--- config.mk ---
export PLATFORM = sky130hd
export DESIGN_NAME = useq_sequencer
export DESIGN_NICKNAME = d
export VERILOG_FILES = /design/src/rtl/useq_pkg.sv /design/src/rtl/useq_cond_sel.sv /design/src/rtl/useq_lifo.sv /design/src/rtl/useq_next_addr.sv /design/src/rtl/useq_sequencer.sv
export SDC_FILE = /design/constraint.sdc
export NUM_CORES = 1
export LEC_CHECK = 0
export ABC_CLOCK_PERIOD_IN_PS = 2300
export CELL_PAD_IN_SITES_DETAIL_PLACEMENT = 1
export CELL_PAD_IN_SITES_GLOBAL_PLACEMENT = 1
export CORE_MARGIN = 2
export CORE_UTILIZATION = 47
export CTS_CLUSTER_DIAMETER = 120
export CTS_CLUSTER_SIZE = 30
export DETAILED_ROUTE_END_ITERATION = 7
export DONT_BUFFER_PORTS = 1
export GPL_TIMING_DRIVEN = 0
export PLACE_DENSITY = 0.76
export SLEW_MARGIN = 20
export SYNTH_ARGS = -nofsm -noshare
export SYNTH_HDL_FRONTEND = slang
export SYNTH_SLANG_ARGS = --single-unit
--- constraint.sdc ---
create_clock -name clk -period 2.3 [get_ports clk]
set_clock_uncertainty 0.2 [all_clocks]
set_input_delay 0 -clock clk [delete_from_list [all_inputs] [get_ports clk]]
set_output_delay 0 -clock clk [all_outputs]
set_load 0.01 [all_outputs]
--- src/rtl/useq_pkg.sv ---
package useq_pkg;
  typedef enum logic [1:0] {
    SRC_SEQ  = 2'd0,
    SRC_STK  = 2'd1,
    SRC_JMP  = 2'd2,
    SRC_CJMP = 2'd3
  } src_e;
endpackage

--- src/rtl/useq_cond_sel.sv ---
module useq_cond_sel #(
  parameter int NCOND = 8,
  localparam int SELW = (NCOND > 1) ? $clog2(NCOND) : 1
) (
  input  logic [NCOND-1:0] cond_i,
  input  logic [SELW-1:0]  sel_i,
  input  logic             pol_i,
  output logic             hit_o
);
  logic [NCOND-1:0] match;

  // One comparator per condition line; the select picks one result.
  for (genvar g = 0; g < NCOND; g++) begin : g_line
    assign match[g] = (sel_i == SELW'(g)) && (cond_i[g] == pol_i);
  end

  assign hit_o = |match;
endmodule

--- src/rtl/useq_lifo.sv ---
module useq_lifo #(
  parameter int DW    = 9,
  parameter int DEPTH = 4,
  localparam int CNTW = $clog2(DEPTH + 1)
) (
  input  logic          clk,
  input  logic          rst,
  input  logic          en_i,
  input  logic          push_i,
  input  logic [DW-1:0] din_i,
  output logic [DW-1:0] top_o
);
  logic [DW-1:0] ent_q [DEPTH];
  logic [DW-1:0] ent_d [DEPTH];
  logic [CNTW-1:0] cnt_q;
  logic [CNTW-1:0] cnt_d;

  // Entry 0 is the top of stack; a push shifts everything down by one and
  // drops the deepest entry, a pop shifts up while more than one remains.
  always_comb begin
    for (int i = 0; i < DEPTH; i++) ent_d[i] = ent_q[i];
    cnt_d = cnt_q;
    if (en_i) begin
      if (push_i) begin
        ent_d[0] = din_i;
        for (int i = 1; i < DEPTH; i++) ent_d[i] = ent_q[i-1];
        if (cnt_q != CNTW'(DEPTH)) cnt_d = cnt_q + CNTW'(1);
      end else begin
        if (cnt_q > CNTW'(1)) begin
          for (int i = 0; i < DEPTH - 1; i++) ent_d[i] = ent_q[i+1];
        end
        if (cnt_q != '0) cnt_d = cnt_q - CNTW'(1);
      end
    end
  end

  always_ff @(posedge clk) begin
    if (rst) begin
      for (int i = 0; i < DEPTH; i++) ent_q[i] <= '0;
      cnt_q <= '0;
    end else begin
      for (int i = 0; i < DEPTH; i++) ent_q[i] <= ent_d[i];
      cnt_q <= cnt_d;
    end
  end

  assign top_o = ent_q[0];

  // occupancy never exceeds the depth
  a_r8_cnt_bound: assert property (@(posedge clk) disable iff (rst)
    cnt_q <= CNTW'(DEPTH));

  // a pushed value is visible on top one cycle later
  a_r5_push_lands: assert property (@(posedge clk) disable iff (rst)
    (en_i && push_i) |=> (top_o == $past(din_i)));

  // popping an empty stack changes neither depth nor the returned value
  a_r9_empty_pop: assert property (@(posedge clk) disable iff (rst)
    (en_i && !push_i && cnt_q == '0) |=> (cnt_q == '0 && $stable(top_o)));
endmodule

--- src/rtl/useq_next_addr.sv ---
module useq_next_addr
  import useq_pkg::*;
#(
  parameter int CW = 8,
  localparam int AW = CW + 1
) (
  input  src_e          src_i,
  input  logic [AW-1:0] upc_i,
  input  logic [AW-1:0] tos_i,
  input  logic          page_i,
  input  logic [CW-1:0] const_i,
  input  logic          hit_i,
  output logic [AW-1:0] inc_o,
  output logic [AW-1:0] nxt_o
);
  logic [AW-1:0] target;

  assign inc_o  = upc_i + AW'(1);
  assign target = {page_i, const_i};

  always_comb begin
    unique case (src_i)
      SRC_SEQ:  nxt_o = inc_o;
      SRC_STK:  nxt_o = tos_i;
      SRC_JMP:  nxt_o = target;
      SRC_CJMP: nxt_o = hit_i ? target : inc_o;
      default:  nxt_o = inc_o;
    endcase
  end
endmodule

--- src/rtl/useq_sequencer.sv ---
module useq_sequencer
  import useq_pkg::*;
#(
  parameter int CW    = 8,
  parameter int DEPTH = 4,
  parameter int NCOND = 8,
  localparam int AW   = CW + 1,
  localparam int SELW = (NCOND > 1) ? $clog2(NCOND) : 1
) (
  input  logic             clk,
  input  logic             rst,
  input  logic             hold_i,
  input  logic [1:0]       src_i,
  input  logic             page_i,
  input  logic [CW-1:0]    const_i,
  input  logic [NCOND-1:0] cond_i,
  input  logic [SELW-1:0]  cond_sel_i,
  input  logic             cond_pol_i,
  input  logic             stk_en_i,
  input  logic             stk_push_i,
  output logic [AW-1:0]    upc_o
);
  src_e          src;
  logic          hit;
  logic [AW-1:0] upc_q;
  logic [AW-1:0] inc;
  logic [AW-1:0] nxt;
  logic [AW-1:0] tos;

  assign src = src_e'(src_i);

  useq_cond_sel #(.NCOND(NCOND)) u_cond (
    .cond_i (cond_i),
    .sel_i  (cond_sel_i),
    .pol_i  (cond_pol_i),
    .hit_o  (hit)
  );

  useq_lifo #(.DW(AW), .DEPTH(DEPTH)) u_stack (
    .clk    (clk),
    .rst    (rst),
    .en_i   (stk_en_i && !hold_i),
    .push_i (stk_push_i),
    .din_i  (inc),
    .top_o  (tos)
  );

  useq_next_addr #(.CW(CW)) u_next (
    .src_i   (src),
    .upc_i   (upc_q),
    .tos_i   (tos),
    .page_i  (page_i),
    .const_i (const_i),
    .hit_i   (hit),
    .inc_o   (inc),
    .nxt_o   (nxt)
  );

  always_ff @(posedge clk) begin
    if (rst)          upc_q <= '0;
    else if (!hold_i) upc_q <= nxt;
  end

  assign upc_o = upc_q;

  // the host acknowledge freezes the address
  a_r10_hold_pc: assert property (@(posedge clk) disable iff (rst)
    hold_i |=> $stable(upc_o));

  // plain stepping advances by one, modulo the address width
  a_r2_step: assert property (@(posedge clk) disable iff (rst)
    (!hold_i && src_i == 2'd0) |=> (upc_o == $past(upc_o) + AW'(1)));

  // an unconditional jump lands on the page-relative target
  a_r3_jump: assert property (@(posedge clk) disable iff (rst)
    (!hold_i && src_i == 2'd2) |=> (upc_o == $past({page_i, const_i})));

  // a failed condition falls through to the next address
  a_r4_fallthru: assert property (@(posedge clk) disable iff (rst)
    (!hold_i && src_i == 2'd3 && cond_i[cond_sel_i] != cond_pol_i)
      |=> (upc_o == $past(upc_o) + AW'(1)));
endmodule

======== Word-level counts from Yosys, hierarchy flattened ========
Memories as Yosys holds them, arrays and structs flattened.
Cells that the tools add are included.
operators by class
  add/subtract/negate cells ............... 3
  magnitude comparators ................... 1
  eq/ne operators ......................... 20
  muxes and demuxes ....................... 16
  bitwise gates (word level) .............. 4
  reduce and logical (&&, ||, !) cells .... 16
operators with widths
  cell                 count
  $mux 27              2
  $mux 9               6
  $mux 36              1
  $pmux 9 s4           1
  $eq 3x3->1 const B   4
  $add 9x1->9 const B  1
  $logic_and 1x1->1    9
  $mux 3               3
  $eq 1x1->1           8
  $reduce_or 8->1      1
  $eq 3x2->1 const B   2
  $eq 2x2->1 const B   2
  $or 1x1->1           4
  $add 3x1->3 const B  1
  $eq 3x1->1 const B   1
  $gt 3x1->1 const B   1
  $logic_not 3->1      1
  $mux 1               3
  $ne 3x3->1 const B   1
  $reduce_and 3->1     1
  $reduce_bool 3->1    1
  $sub 3x1->3 const B  1
  $eq 2x1->1 const B   1
  $logic_not 2->1      1
  3 further kinds      3
storage, ports and cells
  register bits ........................... 12
  memory bits (writable) .................. 36
  memories kept ........................... 1
memory list
  name           depth  width  rd ports  clocked after memory_dff  write ports  line             text
  u_stack.ent_q  4      9      4         0                         4            useq_lifo.sv:13  logic [DW-1:0] ent_q [DEPTH];

======== Longest topological paths before layout ========
Gate-level depths: netlist of the first run.
  depth after elaboration ................. 5
  mapped depth ............................ 8
  mapped depth without buffers ............ 6

======== Modules after synthesis ========
From an unflattened synthesis of the first run, not the netlist that was laid out.
unflattened totals
  cells, all modules ...................... 341
  area total of the unflattened synthesis .. 3,024.2 um^2
by module, submodules not included
  module          times used  cells each  area an instance (um^2)  sequential area each (um^2)
  useq_lifo       1           229         2,149.6                  780.7
  useq_next_addr  1           66          415.4                    0.0
  useq_sequencer  1           30          327.8                    180.2
  useq_cond_sel   1           16          131.4                    0.0

======== Worst setup path before layout of the first run ========
OpenSTA, ideal clock, no wires.
  path type ............................... input-to-reg
  start point ............................. input port cond_pol_i
  end point ............................... register upc_q[3] (netlist: upc_o[3])
  library setup time ...................... 74 ps
  arrival ................................. 1,860 ps
  setup slack ............................. 165 ps
  stages on the path ...................... 6
  path buffers ............................ 2
  cells stage by stage .................... clkbuf_1 mux4_2 o31a_1 buf_6 or4_1 a31oi_1
between the ends
  word-level cells in the longest chain between the ends .. 5
RTL lines
  item                  line                  text
  from (decl)           useq_sequencer.sv:18  input logic cond_pol_i,
  $eq 1x1->1            useq_cond_sel.sv:14   assign match[g] = (sel_i == SELW'(g)) && (cond_i[g] == pol_i);
  $logic_and 1x1->1     useq_cond_sel.sv:14
  $reduce_or 8->1 (*)   useq_cond_sel.sv:17   assign hit_o = |match;
  $mux 9 (*)            useq_next_addr.sv:26  SRC_CJMP: nxt_o = hit_i ? target : inc_o;
  $pmux 9 s4 (*)        useq_next_addr.sv:22  unique case (src_i)
  to (signal assigned)  useq_sequencer.sv:61  else if (!hold_i) upc_q <= nxt;
  to (decl)             useq_sequencer.sv:25  logic [AW-1:0] upc_q;
Mark *: on every way between the ends. The rest lies on a longest branch, timed or not.
A chain may end at the register's enable or synchronous reset.

======== Final worst setup path of the first run ========
  start point ............................. register upc_q[1] (netlist: upc_o[1])
  end point ............................... register upc_q[8] (netlist: upc_o[8])
between the ends
  word-level cells in the longest chain between the ends .. 3
RTL lines
  item             line                  text
  $add 9x1->9 (*)  useq_next_addr.sv:18  assign inc_o = upc_i + AW'(1);
  $mux 9           useq_next_addr.sv:26
  $pmux 9 s4 (*)   useq_next_addr.sv:22
Marks and branches as above.

==> summary.txt, run 1 <==
Setup path
  – Reg2Reg Setup Slack: 0.13 ns
  – WP data arrival: 2.19 ns
  – Critical path launch point type: flop
  – CP Class: flop to flop
  – Worst Path Max Fanout: 5
  – Crit-path cells: ha_1 -> nand2_1 -> nor3_2 -> xnor2_1 -> or4_1 -> a311oi_1
  – Slowest-stage cell, CP: dfxtp_1
  – Buf+Inv Stages, Crit Path: 0
  – Reg-to-reg startpoint: upc_o[1]
  – Critical path depth: 6
  – Delay-heaviest family, CP: simple AND/OR/NAND/NOR gates
  – Reg-to-Reg End: upc_o[8]
  – CP endpoint kind: flop
  – CP max stage delay: 0.47 ns
  – FF-to-FF path depth: 6
  – CP endpoint: upc_o[8]
  – Critical Path Source: upc_o[1]
  – CP Data Required Time: 2.31 ns

Synthesis
  – Total number of yosys warnings: 0
  – Syn Std Cell Area: 0.00280 mm²
  – Most common library cells after synthesis: 48 x dfxtp_1, 42 x nand2_1, 35 x nor2_1
  – Leading area contributor after synthesis: dfxtp_1
  – Syn Nets: 384
  – Post-synth top flop: dfxtp_1
  – Part of the Yosys area used for sequential elements: 34.4%
  – Mapped Cells: 351
  – Post-synth top area share: 34.4%
  – Top cells by area, synth: dfxtp_1 34%, mux2i_1 8.9%, a211oi_1 6.4%
  – FFs w/ async S/R, synth: 0%
  – Most numerous cell in the Yosys netlist: dfxtp_1
  – FF+latch count, synth: 48
  – Synth cell types: 46
  – Mean Syn Cell Area: 7.97 µm²
  – Post-synth EDFFs: 0

Floorplanning
  – Initial Util: 47.8%
  – Core area: 0.00585 mm²
  – Die H: 81.1 µm
  – Die area: 0.00658 mm²
  – I/O pin total: 37
  – Die width: 81.1 µm
  – Num rows: 28

Global route
  – Antenna violations before repair: 0
  – Grt ovf: 0
  – Largest net degree at the start of global routing: 16
  – Vias in the first global route: 2750
  – Busiest grt layer: met2
  – Met2 usage: 47.2%
  – Met3 Use GR: 3.22%
  – Tot GR Track Use: 27.0%
  – Global-route wire length before repair: 13600 µm
  – Met1 GRT Util: 34.9%

Pwr
  – Power Density: 621 mW/mm²
  – Total Power: 1960 µW
  – Worst vdd ir: 0.367 mV
  – Lkg Pwr: 0.00110 µW

STA
  – Worst-Margin Slew: 0.765 ns
  – Worst relative slew slack: 49.0%
  – Final period util: 94.6%
  – Final setup vio count: 0
  – Final Slew Violations: 0
  – Hold Vio Cnt, Final: 0
  – F_max: 0.460 GHz
  – Final Hold Slack: 0.0147 ns
  – RSZ-0062 raised after global routing: false
  – Fin crit period: 2.17 ns

Clock network
  – CTS tree: yes
  – Clock slew at reported path FFs: 0.10 ns
  – Post-CTS Setup Bufs: 0
  – CTS root buffer: clkbuf_8
  – Worst-Skew Late Latency: 0.31 ns
  – CTS H-Tree Depth: 2
  – Clock tree buffer depth: 2
  – CTS Sinks: 48
  – Num CTS Buffers: 5

Placed design
  – Post-detail-place hpwl: 6010 µm
  – Area after DPL: 0.00290 mm²
  – Port bufs: 0
  – Final Wtd Congestion: 0.862

Route
  – Via/cell ratio: 5.94
  – DRT iter0 DRCs: 111
  – Antenna Nets Post-Route: 0
  – Pre-antenna DRT Iters: 4
  – Routed wire length per instance: 18.7 µm
  – WL final: 8330 µm
  – Vias: 2649
  – Residual DRC: 0

Finish
  – N_diodes: 0
  – Fin area: 0.00316 mm²
  – Multi-input gate area: 0.00171 mm²
  – Area delta synth->final: 13.1%
  – Layout filler cell count: 728
  – Register area: 962 µm²
  – Nets: 403
  – Share of cells above drive strength 1: 6.20%

Min path
  – Worst Hold Class: input pin to flop

Run status
  – Status: completed

Job
  – Max-capacitance violation count: 0
repair_timing:
action	CTS	global route
hold buffers	13	0
resized for setup	4	7
endpoints found under the setup margin	20	20
endpoints found under the hold margin	19	0
kinds of logic (layout without fill, tap and decap cells):
group / count (synthesis) / count (layout) / share of synthesized area, %
compound gates: 101 / 101 / 24.3
xor+xnor: 9 / 9 / 2.82
fa+ha+maj: 5 / 5 / 2.24
buf+inv: 34 / 54 / 5.10
flops: 48 / 48 / 34.4
mux: 27 / 27 / 10.2
simple gates: 127 / 127 / 21.1
how the worst min path moves through the flow:
stage	from	end	slack, ns	depth (start not counted)
floorplan	const_i[4]	upc_o[4]	-0.04	2
global placement	const_i[4]	upc_o[4]	-0.03	2
detailed placement	const_i[4]	upc_o[4]	-0.02	2
CTS	cond_i[2]	upc_o[8]	0.008	5
global route	cond_i[2]	upc_o[8]	0.05	5
finish	cond_i[2]	upc_o[8]	0.01	5
per-stage QoR:
step	utilization, %	worst slack (ns)	std cells	setup TNS, ns
final	54.0	0.125	446	0
after global routing	54.0	0.0155	446	0
after CTS	53.9	0.000431	447	0
after detailed placement	49.5	-0.106	426	-0.327
after global placement	49.4	-0.0900	426	-0.103
after floorplan	-	0.165	351	0
cell usage in the layout (no fill, tap or decap), types with 6 or more instances in the layout:
cell type,count
dfxtp_1,47
dlygate4sd3_1,13
mux2i_1,25
o21ai_0,9
inv_1,7
o211ai_1,8
nand3_1,14
nor2b_1,8
a21oi_1,32
nor2_1,35
a211oi_1,24
clkbuf_8,6
nand2_1,42
xnor2_1,8
clkbuf_1,17
cell type report:
type,count,share of cell area (%)
plain buffers,26,3.80
clock buffers,6,2.61
clock inverters,2,1.23
inverters,7,0.831
multi-input cells,269,54.0
flip-flops and latches,48,30.4
well taps,75,2.97
repair buffers,13,4.12
where the power goes:
part	switching, µW	leakage, µW	internal [µW]	total [µW]
sequential	63.3	0.000392	880	944
combinational	215	0.000649	146	361
clock	302	0.0000614	356	657
worst min-delay path: stages:
cell	delay, ns
mux2i_1	0.06
mux2i_1	0.13
nand2_1	0.09
or4_1	0.12
a311oi_1	0.07
sequential cells by signal, indices dropped and copies added (netlist names):
signal	flops
upc_o	9
u_stack.ent_q	36
u_stack.cnt_q	3
routing by layer:
metal	wire length, µm	share of wire (%)
met1	3840	46
met2	4020	48
met3	357	4.3
met4	111	1.3
met5	0	0
(Power assumes the default switching activity.)
==> run 2, diff against run 1 <==
--- a/config.mk
+++ b/config.mk
@@ -16,6 +16,7 @@
 export DONT_BUFFER_PORTS = 1
 export GPL_TIMING_DRIVEN = 0
 export PLACE_DENSITY = 0.76
+export SETUP_SLACK_MARGIN = 0.4
 export SLEW_MARGIN = 20
 export SYNTH_ARGS = -nofsm -noshare
 export SYNTH_HDL_FRONTEND = slang
==> run 2 against run 1 <==
Compared with the run above: the run now ends with negative hold slack left; critical path type unchanged; setup slack better by 0.25 ns; first-iteration DRC count fell by 1.8%; cell area up 5.3%; clock power shrank 17%; global-route usage down 0.57 points.
==> summary.txt, run 2 (synthesized netlist as in run 1, its figures left out) <==
Run status
  – Status: finished with violations
  – Failing checks: negative hold slack

Clock network
  – Worst-Skew Late Latency: 0.31 ns (about the same)
  – Clock tree buffer depth: 2 (unchanged)
  – CTS tree: yes
  – Num CTS Buffers: 5 (unchanged)
  – CTS root buffer: clkbuf_8
  – Clock slew at reported path FFs: 0.10 ns (about the same)
  – CTS H-Tree Depth: 2 (unchanged)
  – CTS Sinks: 48 (unchanged)

Route
  – Vias: 2680 (+1.2%)
  – Via/cell ratio: 5.92 (-0.39%)
  – Pre-antenna DRT Iters: 4 (unchanged)
  – Residual DRC: 0 (unchanged)
  – Routed wire length per instance: 18.5 µm (-1.2%)
  – WL final: 8360 µm (+0.32%)
  – DRT iter0 DRCs: 109 (-1.8%)
  – Antenna Nets Post-Route: 0 (unchanged)

Setup path
  – CP Data Required Time: 2.32 ns (about the same)
  – Worst Path Max Fanout: 7 (+2)
  – FF-to-FF path depth: 5 (-1)
  – CP endpoint kind: flop
  – Reg2Reg Setup Slack: 0.37 ns (+0.25 ns)
  – WP data arrival: 1.95 ns (-0.24 ns)
  – Reg-to-Reg End: upc_o[8]
  – CP Class: flop to flop
  – Critical path launch point type: flop
  – Reg-to-reg startpoint: upc_o[2]

Min path
  – Hold path endpoint: u_stack.ent_q[0][1]
  – Worst hold start: hold_i
  – Worst Hold Class: input pin to flop
  – WHS Path Cells: 5 (unchanged)

Placed design
  – Final Wtd Congestion: 0.850 (-1.3%)
  – Post-detail-place hpwl: 5950 µm (-0.98%)
  – Area after DPL: 0.00291 mm² (+0.35%)
  – Place WS: -0.152 ns (-0.0455 ns)
  – Port bufs: 0 (unchanged)

Finish
  – Nets: 410 (+1.7%)
  – Most common cell after layout, fill and taps aside: nand2_1
  – Leading cell types in the layout, fill and taps excluded: 42 x nand2_1, 39 x dfxtp_1, 35 x nor2_1, 31 x a21oi_1, 25 x mux2i_1
  – Share of cells above drive strength 1: 11.9% (+5.7 points)
  – Layout filler cell count: 707 (-2.9%)
  – Fin area: 0.00333 mm² (+5.3%)
  – Final core occ: 56.9% (+2.9 points)
  – Area delta synth->final: 19.1%
  – Reg with most FFs: u_stack.ent_q
  – N_diodes: 0 (unchanged)
  – Max FFs per register: 36 (unchanged)

Pwr
  – Total Power: 1900 µW (-3.4%)
  – Worst vdd ir: 0.426 mV (+16%)
  – Power Density: 569 mW/mm² (-8.3%)
  – Lkg Pwr: 0.00116 µW (+5.0%)

Floorplanning
  – Core area: 0.00585 mm² (unchanged)
  – Die H: 81.1 µm (unchanged)
  – Num rows: 28 (unchanged)
  – Initial Util: 47.8% (unchanged)
  – Die width: 81.1 µm (unchanged)
  – I/O pin total: 37 (unchanged)
  – Die area: 0.00658 mm² (unchanged)

STA
  – Worst-Margin Slew: 0.784 ns (+0.0182 ns)
  – F_max: 0.519 GHz (+13%)
  – Final Hold Slack: -0.00602 ns (-0.0207 ns)
  – Final setup vio count: 0 (unchanged)
  – Final setup TNS: 0 ns (unchanged)
  – Worst Setup Slack, final: 0.372 ns (+0.247 ns)
  – Hold Vio Cnt, Final: 3 (+3)
  – Fin crit period: 1.93 ns (-0.247 ns)
  – Final period util: 83.8% (-11 points)
  – RSZ-0062 raised after global routing: true
  – Worst relative slew slack: 47.8% (-1.2 points)
  – Final Slew Violations: 0 (unchanged)

Job
  – Max-capacitance violation count: 0 (unchanged)

Global route
  – Grt ovf: 0 (unchanged)
  – Antenna violations before repair: 0 (unchanged)
  – Vias in the first global route: 2657 (-3.4%)
  – Global-route wire length before repair: 13300 µm (-2.1%)
  – Largest net degree at the start of global routing: 15 (-1)
  – Tot GR Track Use: 26.4% (-0.57 points)
## run 2: cell types whose count changed in the layout (fill, tap and decap cells not counted), moves of 2 or more
cell,before,now
dfxtp_4,0,2
dfxtp_1,47,39
dfxtp_2,1,7
a211oi_1,24,18
buf_4,0,2
a211oi_2,0,6
buf_8,0,2
dlygate4sd3_1,13,18
## run 2: final cells by class
| class | instances | area [µm²] | area share [%] |
|---|---|---|---|
| buffer | 27 | 163 | 4.88 |
| clock buffer | 7 | 86.3 | 2.59 |
| clock inverter | 1 | 7.51 | 0.225 |
| inverter | 7 | 26.3 | 0.789 |
| multi-input combinational | 269 | 1790 | 53.7 |
| sequential | 48 | 977 | 29.3 |
| tap | 75 | 93.8 | 2.82 |
| timing repair buffer | 19 | 188 | 5.63 |
## run 2: critical path, stage by stage (launching register included)
cell      delay [ns]
dfxtp_2         0.46
nand3_4         0.16
nor3_4          0.25
xnor2_1         0.14
or4_1           0.42
a311oi_1        0.21
## run 2: timing repair
| item | CTS | global route |
|---|---|---|
| gates resized for setup | 29 | 20 |
| pin swaps | 0 | 1 |
| hold buffers | 18 | 0 |
| buffers inserted | 1 | 0 |
| setup endpoints to repair | 42 | 35 |
| hold endpoints to repair | 17 | 0 |
## run 2: worst max path at each step
stage | startpoint | end | slack (ns) | depth (start not counted)
after global placement | cond_pol_i | upc_o[2] | 0.05 | 5
after global routing | upc_o[0] | upc_o[8] | 0.31 | 6
final | upc_o[2] | upc_o[8] | 0.37 | 5
after CTS | u_stack.cnt_q[1] | u_stack.ent_q[0][17] | 0.34 | 8
after detailed placement | u_stack.cnt_q[1] | u_stack.ent_q[0][21] | -0.15 | 8
after floorplan | cond_sel_i[2] | upc_o[3] | 0.30 | 7
## run 2: per-stage QoR
stage | instances | hold WS [ns]
floorplan | 351 | -0.0284
global placement | 426 | -0.0146
detailed placement | 426 | -0.00899
CTS | 453 | 0.00978
global route | 453 | 0.0448
finish | 453 | -0.00602
## run 2: routing by layer
metal / global-route usage (%) / vias up / share of wire (%)
li1: - / 1327 / -
met1: 34.6 / 1301 / 48
met2: 46.5 / 50 / 48
met3: 4.22 / 2 / 3.2
met4: 4.07 / 0 / 0.23
met5: 0 / - / 0
## run 2: power by group
part           switching, µW  internal, µW  total (µW)
Sequential              67.7           883         950
Combinational            225           173         399
Clock                    301           245         546
==> run 3, diff against run 2 <==
--- a/config.mk
+++ b/config.mk
@@ -5,17 +5,17 @@
 export SDC_FILE = /design/constraint.sdc
 export NUM_CORES = 1
 export LEC_CHECK = 0
-export ABC_CLOCK_PERIOD_IN_PS = 2300
+export ABC_CLOCK_PERIOD_IN_PS = 1750
 export CELL_PAD_IN_SITES_DETAIL_PLACEMENT = 1
 export CELL_PAD_IN_SITES_GLOBAL_PLACEMENT = 1
 export CORE_MARGIN = 2
-export CORE_UTILIZATION = 47
+export CORE_UTILIZATION = 42
 export CTS_CLUSTER_DIAMETER = 120
 export CTS_CLUSTER_SIZE = 30
 export DETAILED_ROUTE_END_ITERATION = 7
 export DONT_BUFFER_PORTS = 1
 export GPL_TIMING_DRIVEN = 0
-export PLACE_DENSITY = 0.76
+export PLACE_DENSITY = 0.72
 export SETUP_SLACK_MARGIN = 0.4
 export SLEW_MARGIN = 20
 export SYNTH_ARGS = -nofsm -noshare
==> constraint.sdc (replaced) <==
create_clock -name clk -period 1.75 [get_ports clk]
set_clock_uncertainty 0.2 [all_clocks]
set_input_delay 0 -clock clk [delete_from_list [all_inputs] [get_ports clk]]
set_output_delay 0 -clock clk [all_outputs]
set_load 0.01 [all_outputs]
==> run 3 against run 2 <==
Compared with the run above: the flow finishes with violations (negative hold slack, negative setup slack); setup slack lost 0.61 ns; first-iteration DRC count grew 15%; sequential power grew 34%; register-to-register slack lost 0.61 ns; cell area grew 21%; clock-buffer cell count shrank 1; combinational power grew 89%; utilization grew 6.0 points; critical path depth grew 1; sequential share of layout area shrank 4.9 points.
==> summary.txt, run 3 (synthesized netlist as in run 1, its figures left out) <==
Run status
  – Status: finished with violations
  – Failing checks: negative hold slack, negative setup slack

Setup path
  – Slowest-stage cell, CP: dfxtp_4
  – Crit-path cells: nand3_4 -> buf_4 -> nor3_2 -> xnor2_1 -> or4_1 -> a41oi_1
  – CP endpoint kind: flop
  – CP max stage delay: 0.47 ns (about the same)
  – Reg2Reg Setup Slack: -0.24 ns (-0.61 ns)
  – CP Data Required Time: 1.78 ns (-0.54 ns)
  – Critical path launch point type: flop
  – WP data arrival: 2.02 ns (+0.07 ns)
  – CP Class: flop to flop
  – Worst Path Max Fanout: 6 (-1)
  – Buf+Inv Stages, Crit Path: 1 (+1)
  – Delay-heaviest family, CP: simple AND/OR/NAND/NOR gates

STA
  – Worst-Margin Slew: 0.878 ns (+0.0942 ns)
  – Final Slew Violations: 0 (unchanged)
  – Final setup vio count: 26 (+26)
  – Final Hold Slack: -0.312 ns (-0.306 ns)
  – Hold Vio Cnt, Final: 9 (+6)
  – Final period util: 113% (+30 points)
  – Worst relative slew slack: 41.5% (-6.3 points)
  – Worst Setup Slack, final: -0.235 ns (-0.607 ns)
  – RSZ-0062 raised after global routing: true
  – F_max: 0.504 GHz (-2.9%)
  – Fin crit period: 1.99 ns (+0.0575 ns)

Placed design
  – Area after DPL: 0.00309 mm² (+6.2%)
  – Final Wtd Congestion: 0.876 (+3.0%)
  – Port bufs: 0 (unchanged)
  – Post-detail-place hpwl: 6220 µm (+4.5%)
  – Place WS: -0.472 ns (-0.320 ns)

Floorplanning
  – Die width: 85.6 µm (+5.5%)
  – I/O pin total: 37 (unchanged)
  – Initial Util: 43.8% (-4.0 points)
  – Die H: 85.6 µm (+5.5%)
  – Num rows: 29 (+3.6%)
  – Core area: 0.00639 mm² (+9.2%)
  – Die area: 0.00733 mm² (+11%)

Global route
  – Vias in the first global route: 2988 (+12%)
  – Global-route wire length before repair: 15900 µm (+20%)
  – Largest net degree at the start of global routing: 17 (+2)
  – Tot GR Track Use: 27.9% (+1.5 points)
  – Antenna violations before repair: 0 (unchanged)
  – Grt ovf: 0 (unchanged)

Route
  – Via/cell ratio: 6.09 (+2.9%)
  – Routed wire length per instance: 22.3 µm (+21%)
  – Vias: 2861 (+6.8%)
  – WL final: 10500 µm (+25%)
  – DRT iter0 DRCs: 125 (+15%)
  – Pre-antenna DRT Iters: 4 (unchanged)
  – Residual DRC: 0 (unchanged)
  – Antenna Nets Post-Route: 0 (unchanged)

Clock network
  – # hold bufs at CTS: 10 (-8)
  – Worst-Skew Late Latency: 0.32 ns (about the same)
  – CTS Sinks: 48 (unchanged)
  – CTS root buffer: clkbuf_8
  – CTS H-Tree Depth: 2 (unchanged)
  – CTS tree: yes
  – Clock tree buffer depth: 2 (unchanged)
  – Num CTS Buffers: 5 (unchanged)
  – Clock slew at reported path FFs: 0.11 ns (about the same)

Job
  – Max-capacitance violation count: 0 (unchanged)

Pwr
  – Lkg Pwr: 0.00145 µW (+25%)
  – Worst vdd ir: 0.418 mV (-1.8%)
  – Power Density: 705 mW/mm² (+24%)

Min path
  – Worst Hold Class: input pin to flop

Finish
  – Fin area: 0.00402 mm² (+21%)
  – Share of cells above drive strength 1: 32.6% (+21 points)
  – N_diodes: 0 (unchanged)
  – Leading cell types in the layout, fill and taps excluded: 38 x dfxtp_1, 36 x nand2_1, 27 x a21oi_1, 25 x mux2i_1, 21 x nor2_1
  – Area delta synth->final: 43.7%
  – Reg with most FFs: u_stack.ent_q
  – Layout filler cell count: 705 (-0.28%)
  – Max FFs per register: 36 (unchanged)
  – Nets: 425 (+3.7%)
  – Multi-input gate area: 0.00217 mm² (+21%)
  – Register area: 983 µm² (+0.64%)
  – Most common cell after layout, fill and taps aside: dfxtp_1
-- run 3: final timing paths --
path,cells past startpoint,startpoint,to
setup / recovery,6,upc_o[2],upc_o[7]
hold / removal,2,rst,upc_o[0]
setup reg to reg,6,upc_o[2],upc_o[7]
hold reg to reg,2,u_stack.ent_q[0][29],u_stack.ent_q[0][29]
-- run 3: cell type report --
type | instances | area share [%]
tap | 77 | 2.40
multi-input combinational | 269 | 54.0
sequential | 48 | 24.5
buffer | 27 | 5.95
timing repair buffer | 34 | 9.56
clock inverter | 2 | 0.374
inverter | 7 | 0.903
clock buffer | 6 | 2.33
-- run 3: power by group --
part	total (µW)	switching, µW	leakage (µW)	internal, µW
registers	1270	113	0.000397	1160
clock network	804	429	0.0000573	375
logic	756	396	0.000992	360
-- run 3: per-layer routing --
metal | vias to the layer above | GRT usage, % | part of all wire (%)
met1 | 1421 | 34.7 | 44
met5 | - | 0 | 0
met3 | 17 | 3.66 | 2.7
met2 | 57 | 49.9 | 51
met4 | 0 | 8.95 | 2.0
li1 | 1366 | - | -
-- run 3: metrics by stage --
step | cells | utilization, % | hold slack (ns) | total power (µW) | setup TNS, ns
after floorplan | 351 | - | -0.0284 | 1630 | -1.22
after global placement | 428 | 48.3 | -0.0148 | 1740 | -2.88
after detailed placement | 428 | 48.3 | -0.00226 | 1760 | -3.14
after CTS | 461 | 58.7 | -0.311 | 2740 | -1.29
after global routing | 470 | 62.9 | -0.291 | 2950 | -4.64
final | 470 | 62.9 | -0.312 | 2830 | -2.07
-- run 3: repair_timing --
| item | in CTS | in global routing |
|---|---|---|
| gates cloned | 5 | 1 |
| buffers inserted | 10 | 8 |
| resized for setup | 66 | 52 |
| endpoints found under the hold margin | 12 | 10 |
| endpoints found under the setup margin | 48 | 48 |
| pin swaps | 15 | 11 |
